`config.mk`:
```
export PLATFORM = sky130hd
export DESIGN_NAME = pad_sleep_ctrl
export DESIGN_NICKNAME = d
export VERILOG_FILES = /design/src/rtl/pad_sleep_pkg.sv /design/src/rtl/pad_sleep_fsm.sv /design/src/rtl/pad_sleep_regs.sv /design/src/rtl/pad_sleep_snap.sv /design/src/rtl/pad_sleep_mux.sv /design/src/rtl/pad_sleep_ctrl.sv
export SDC_FILE = /design/constraint.sdc
export NUM_CORES = 1
export LEC_CHECK = 0
export BUFFER_PORTS_ARGS = -buffer_cell sky130_fd_sc_hd__buf_2
export CAP_MARGIN = 25
export CORE_MARGIN = 1.5
export CORE_UTILIZATION = 35
export CTS_CLUSTER_DIAMETER = 150
export CTS_CLUSTER_SIZE = 25
export DETAILED_ROUTE_END_ITERATION = 16
export MAX_ROUTING_LAYER = met4
export SLEW_MARGIN = 20
export SYNTH_ARGS = -nofsm -noshare
export SYNTH_HDL_FRONTEND = slang
export SYNTH_SLANG_ARGS = --single-unit
```
`constraint.sdc`:
```
create_clock -name clk -period 3.6 [get_ports clk]
set_clock_uncertainty 0.1 [all_clocks]
set_input_delay 0 -clock clk [delete_from_list [all_inputs] [get_ports clk]]
set_output_delay 0 -clock clk [all_outputs]
set_load 0.1 [all_outputs]
```
`src/rtl/pad_sleep_pkg.sv`:
```
package pad_sleep_pkg;
    localparam int NSTB = 3;
    localparam int AW   = 3;

    typedef enum logic [1:0] {
        PS_RUN   = 2'd0,
        PS_ENTRY = 2'd1,
        PS_SLEEP = 2'd2
    } pad_st_e;

    localparam logic [AW-1:0] A_DIR   = 3'd0;
    localparam logic [AW-1:0] A_RUN   = 3'd1;
    localparam logic [AW-1:0] A_SLP   = 3'd2;
    localparam logic [AW-1:0] A_SSTB  = 3'd3;
    localparam logic [AW-1:0] A_CFG   = 3'd4;
    localparam logic [AW-1:0] A_HCLR  = 3'd5;
endpackage

```
`src/rtl/pad_sleep_fsm.sv`:
```
module pad_sleep_fsm
    import pad_sleep_pkg::*;
(
    input  logic    clk,
    input  logic    rst_n,
    input  logic    sleep_req_i,
    input  logic    wake_i,
    output pad_st_e st_o,
    output logic    in_entry_o,
    output logic    in_sleep_o
);
    pad_st_e st_q, st_d;

    always_ff @(posedge clk or negedge rst_n) begin
        if (!rst_n) st_q <= PS_RUN;
        else        st_q <= st_d;
    end

    always_comb begin
        st_d = st_q;
        unique case (st_q)
            PS_RUN:   if (sleep_req_i) st_d = PS_ENTRY;   // T_REQ
            PS_ENTRY: st_d = PS_SLEEP;                     // T_ENTER
            PS_SLEEP: if (wake_i) st_d = PS_RUN;           // T_WAKE
            default:  st_d = PS_RUN;
        endcase
    end

    always_comb begin
        in_entry_o = 1'b0;
        in_sleep_o = 1'b0;
        unique case (st_q)
            PS_RUN:   ;
            PS_ENTRY: in_entry_o = 1'b1;
            PS_SLEEP: in_sleep_o = 1'b1;
            default:  ;
        endcase
    end

    assign st_o = st_q;
endmodule

```
`src/rtl/pad_sleep_regs.sv`:
```
module pad_sleep_regs
    import pad_sleep_pkg::*;
#(
    parameter int N_GPIO = 8
) (
    input  logic              clk,
    input  logic              rst_n,
    input  logic              wr_en_i,
    input  logic [AW-1:0]     wr_addr_i,
    input  logic [N_GPIO-1:0] wr_data_i,
    input  pad_st_e           st_i,
    output logic [N_GPIO-1:0] dir_o,
    output logic [N_GPIO-1:0] run_o,
    output logic [N_GPIO-1:0] slp_o,
    output logic [NSTB-1:0]   sstb_o,
    output logic              fs_o,
    output logic              hold_o,
    output logic              pu_o
);
    logic hclr;
    assign hclr = wr_en_i && (wr_addr_i == A_HCLR) && wr_data_i[0] && (st_i == PS_RUN);

    always_ff @(posedge clk or negedge rst_n) begin
        if (!rst_n) begin
            dir_o  <= '0;
            run_o  <= '0;
            slp_o  <= '0;
            sstb_o <= '1;
            fs_o   <= 1'b0;
        end else if (wr_en_i) begin
            unique case (wr_addr_i)
                A_DIR:   dir_o  <= wr_data_i;
                A_RUN:   run_o  <= wr_data_i;
                A_SLP:   slp_o  <= wr_data_i;
                A_SSTB:  sstb_o <= wr_data_i[NSTB-1:0];
                A_CFG:   fs_o   <= wr_data_i[0];
                default: ;
            endcase
        end
    end

    always_ff @(posedge clk or negedge rst_n) begin
        if (!rst_n) begin
            hold_o <= 1'b1;
            pu_o   <= 1'b1;
        end else if (st_i == PS_ENTRY) begin
            hold_o <= 1'b1;
        end else if (hclr) begin
            hold_o <= 1'b0;
            pu_o   <= 1'b0;
        end
    end
endmodule

```
`src/rtl/pad_sleep_snap.sv`:
```
module pad_sleep_snap
    import pad_sleep_pkg::*;
#(
    parameter int N_GPIO = 8
) (
    input  logic              clk,
    input  logic              rst_n,
    input  logic              cap_i,
    input  logic [N_GPIO-1:0] dir_i,
    input  logic [N_GPIO-1:0] slp_i,
    input  logic [NSTB-1:0]   sstb_i,
    input  logic              fs_i,
    output logic [N_GPIO-1:0] dir_o,
    output logic [N_GPIO-1:0] slp_o,
    output logic [NSTB-1:0]   sstb_o,
    output logic              fs_o
);
    always_ff @(posedge clk or negedge rst_n) begin
        if (!rst_n) begin
            dir_o  <= '0;
            slp_o  <= '0;
            sstb_o <= '1;
            fs_o   <= 1'b0;
        end else if (cap_i) begin
            dir_o  <= dir_i;
            slp_o  <= slp_i;
            sstb_o <= sstb_i;
            fs_o   <= fs_i;
        end
    end
endmodule

```
`src/rtl/pad_sleep_mux.sv`:
```
module pad_sleep_mux
    import pad_sleep_pkg::*;
#(
    parameter int N_GPIO = 8
) (
    input  pad_st_e           st_i,
    input  logic [N_GPIO-1:0] dir_i,
    input  logic [N_GPIO-1:0] run_i,
    input  logic              fs_i,
    input  logic [N_GPIO-1:0] snap_dir_i,
    input  logic [N_GPIO-1:0] snap_slp_i,
    input  logic [NSTB-1:0]   snap_sstb_i,
    input  logic              snap_fs_i,
    input  logic [NSTB-1:0]   mem_strobe_i,
    output logic [N_GPIO-1:0] oe_o,
    output logic [N_GPIO-1:0] out_o,
    output logic [NSTB-1:0]   stb_oe_o,
    output logic [NSTB-1:0]   stb_out_o
);
    always_comb begin
        oe_o      = dir_i;
        out_o     = run_i;
        stb_oe_o  = '1;
        stb_out_o = mem_strobe_i;
        unique case (st_i)
            PS_RUN: ;
            PS_ENTRY: begin
                stb_oe_o  = fs_i ? '0 : '1;
                stb_out_o = '1;
            end
            PS_SLEEP: begin
                oe_o      = snap_dir_i;
                out_o     = snap_slp_i;
                stb_oe_o  = snap_fs_i ? '0 : '1;
                stb_out_o = snap_sstb_i;
            end
            default: ;
        endcase
    end
endmodule

```
`src/rtl/pad_sleep_ctrl.sv`:
```
module pad_sleep_ctrl
    import pad_sleep_pkg::*;
#(
    parameter int N_GPIO = 8
) (
    input  logic              clk,
    input  logic              rst_n,
    input  logic              wr_en_i,
    input  logic [2:0]        wr_addr_i,
    input  logic [N_GPIO-1:0] wr_data_i,
    input  logic              sleep_req_i,
    input  logic              wake_i,
    input  logic [2:0]        mem_strobe_i,
    input  logic [N_GPIO-1:0] pad_in_i,
    output logic [N_GPIO-1:0] pad_oe_o,
    output logic [N_GPIO-1:0] pad_out_o,
    output logic [N_GPIO-1:0] pad_ie_o,
    output logic [N_GPIO-1:0] pad_pu_o,
    output logic [2:0]        strobe_oe_o,
    output logic [2:0]        strobe_out_o,
    output logic [N_GPIO-1:0] rd_in_o,
    output logic              sleep_active_o
);
    pad_st_e           st;
    logic              in_entry, in_sleep;
    logic [N_GPIO-1:0] dir, run, slp, snap_dir, snap_slp;
    logic [NSTB-1:0]   sstb, snap_sstb;
    logic              fs, snap_fs, hold, pu;

    pad_sleep_fsm u_fsm (
        .clk, .rst_n,
        .sleep_req_i, .wake_i,
        .st_o(st), .in_entry_o(in_entry), .in_sleep_o(in_sleep)
    );

    pad_sleep_regs #(.N_GPIO(N_GPIO)) u_regs (
        .clk, .rst_n,
        .wr_en_i, .wr_addr_i, .wr_data_i,
        .st_i(st),
        .dir_o(dir), .run_o(run), .slp_o(slp), .sstb_o(sstb),
        .fs_o(fs), .hold_o(hold), .pu_o(pu)
    );

    pad_sleep_snap #(.N_GPIO(N_GPIO)) u_snap (
        .clk, .rst_n,
        .cap_i(in_entry),
        .dir_i(dir), .slp_i(slp), .sstb_i(sstb), .fs_i(fs),
        .dir_o(snap_dir), .slp_o(snap_slp), .sstb_o(snap_sstb), .fs_o(snap_fs)
    );

    pad_sleep_mux #(.N_GPIO(N_GPIO)) u_mux (
        .st_i(st),
        .dir_i(dir), .run_i(run), .fs_i(fs),
        .snap_dir_i(snap_dir), .snap_slp_i(snap_slp),
        .snap_sstb_i(snap_sstb), .snap_fs_i(snap_fs),
        .mem_strobe_i,
        .oe_o(pad_oe_o), .out_o(pad_out_o),
        .stb_oe_o(strobe_oe_o), .stb_out_o(strobe_out_o)
    );

    assign pad_ie_o       = {N_GPIO{~hold}};
    assign pad_pu_o       = {N_GPIO{pu}};
    assign rd_in_o        = hold ? '0 : pad_in_i;
    assign sleep_active_o = in_sleep;
endmodule

```
==> impl_metrics.ini <==
[layout]
drive_gt1_share_pct = 63.78
fillCellCount = 660
mostFrequentLayoutCells = 73 x buf_2, 65 x mux2_2, 44 x dfrtp_1
mostFrequentLayoutCell = buf_2
stdcell_count = 350
seq_area_um2 = 1311
multi_input_area_um2 = 1012
n_antenna_cell = 0
syn_to_final_growth_pct = 24.31
fin_nets = 284

[floorplan]
start_util_pct = 36.47
die-area_um2 = 7633
die_h_um = 87.37
chipWidth_um = 87.37
num_rows = 30
coreArea_um2 = 6832
top_level_ports = 74

[detailed_routing]
drcViolationCount = 0
avgViaCountPerCell = 4.629
vias = 1620
drt-total-wl_mm = 4.826
drt_first_pass_iters = 4
ant_nets = 0
post_drt_wl_per_cell_um = 13.79
drt_first_iter_violations = 43

[clock_network]
cts_buffers = 5
clk_path_buf_depth = 2
htree_levels = 2
root_buffer = clkbuf_8
tritoncts = done
clk_latency_ns = 0.30
clk_pin_slew_ns = 0.08
cts-resized-gates = 0
cts.sinks = 52

[yosys]
async_flop_share_pct = 100.0
synth-compound-area-share_pct = 2.009
ys_types = 23
synth_seq_cells = 52
syn_inst = 181
synth-xor-area-share_pct = 0
syn-cell-area_um2 = 2491
ys_top_cells_by_area = dfrtp_1 44%, mux2_2 29%, dfstp_2 8.4%, buf_4 5.1%, nor2b_1 2.3%
yosysTopAreaCell = dfrtp_1
synth_top_family_by_area = multiplexers
synth-adder-area-share_pct = 2.009
synth_area_per_cell_um2 = 13.76
synth_top_area_share_pct = 44.20
yosysSeqAreaShare_pct = 52.64
syn_nets = 212
synthSimpleGateAreaFrac_pct = 6.580
yosys_warnings = 0
synth_edf_count = 0
synthMuxAreaShare_pct = 29.78
synth_ff_type = dfrtp_1

[timing]
timing.final.crit_share_pct = 70.04
hold_slack_ns = 0.03488
setup_viol = 0
worstMarginPinSlew_ns = 0.6801
rsz0062_at_grt = false
fin_crit_ns = 2.521
slew_headroom_pct = 54.66
drv_slew = 0
finalHoldViolCount = 0
tns_ns = 0
fmax_ghz = 0.3966

[critical_path]
cp_top_family = buffers and inverters
critPathBufInv = 3
crit_fanout = 16
cp_slowest_cell = ha_1
required_ns = 3.50
crit_type = reg -> out
crit_path_frequent_cell = a21oi_1
start_kind = register
cp_slowest_stage_delay_ns = 0.61
path_cells = inv_1, ha_1, buf_4, a21oi_1, a21oi_1, buf_2
end_kind = output pin
crit_arrival_ns = 2.42

[global_routing]
grt_usage_pct = 13.56
grt_pass1_wl_mm = 7.555
antenna_found_initial = 0
grt_pass1_vias = 1515
grt_start_max_net_pins = 32
overflow = 0

[place]
place.gp.congestion = 0.7338
place_hpwl_mm = 3.349
post-place-cells = 331
io_buffers = 73

[run_status]
outcome = completed

[worst_hold_path]
holdCritPathClass = in -> reg

[job]
drv_cap = 0
## per-stage QoR
| stage | util [%] | worst slack (ns) | instance area [µm²] |
|---|---|---|---|
| 3_3_place_gp | 41.78 | 1.437 | 2854 |
| 5_1_grt | 45.33 | 0.9091 | 3097 |
| 3_5_place_dp | 41.78 | 1.388 | 2854 |
| 6_report | 45.33 | 1.079 | 3097 |
| 2_1_floorplan | - | 0.06359 | 2497 |
| 4_1_cts | 45.33 | 1.053 | 3097 |
## cell usage after synthesis, types with 2 or more instances
cell type  instances
mux2_2            65
dfstp_2            8
buf_2              4
nand2_1            2
dfrtp_1           44
buf_4             17
nor2b_1            9
nor2_1             3
ha_1               4
a21oi_1            7
inv_1              6
## cell families after synthesis
logic type,after synthesis
fa+ha+maj,4
flops,52
mux,66
buf+inv,28
compound gates,9
simple gates,22
## worst min-delay path: cells and delay by family
family / cells / cell delay (ns)
buf+inv: 1 / 0.11
simple gates: 3 / 0.27
## flip-flops by register name, summed over array words and instances, names as in the netlist
name and cells:
u_snap.sstb_o 3, u_regs.dir_o 8, u_regs.sstb_o 3, u_fsm.st_o 2, u_regs.pu_o 1, u_regs.run_o 8
u_snap.fs_o 1, u_regs.slp_o 8, u_snap.slp_o 8, u_regs.hold_o 1, u_snap.dir_o 8, u_regs.fs_o 1
## layer usage
metal | track usage [%] | routed length (µm) | vias up
met3 | 2.938 | 239 | 4
li1 | - | - | 761
met2 | 21.40 | 2229 | 63
met4 | 3.463 | 39 | 0
met1 | 17.78 | 2318 | 792
met5 | - | 0 | -
## repair_timing
item / CTS / global route
hold buffers: 11 / 0
buffers inserted: 0 / 0
endpoints found under the hold margin: 50 / 0
## layout make-up
cell class                 instances  share of cell area [%]
clock buffer                       6                   2.343
multi-input combinational        101                   32.69
timing repair buffer              87                   16.08
sequential                        52                   42.34
tap                               96                   3.879
clock inverter                     2                   1.939
inverter                           6                  0.7273
## path summary, 6_finish.rpt
kind                            startpoint               to  slack, ns  cells past startpoint
min in group asynchronous            rst_n  u_snap.dir_o[6]       0.09                      2
max in group asynchronous            rst_n    u_regs.hold_o       2.47                      3
hold / removal                wr_addr_i[2]      u_regs.pu_o       0.03                      4
setup reg to reg             u_fsm.st_o[1]  u_snap.slp_o[1]       1.60                      4
hold reg to reg            u_regs.run_o[2]  u_regs.run_o[2]       0.41                      1
setup / recovery             u_fsm.st_o[1]  strobe_out_o[2]       1.08                      6
Power is not shown: default switching activity piles up to over one toggle a cycle in this logic, so the estimate is an artifact.
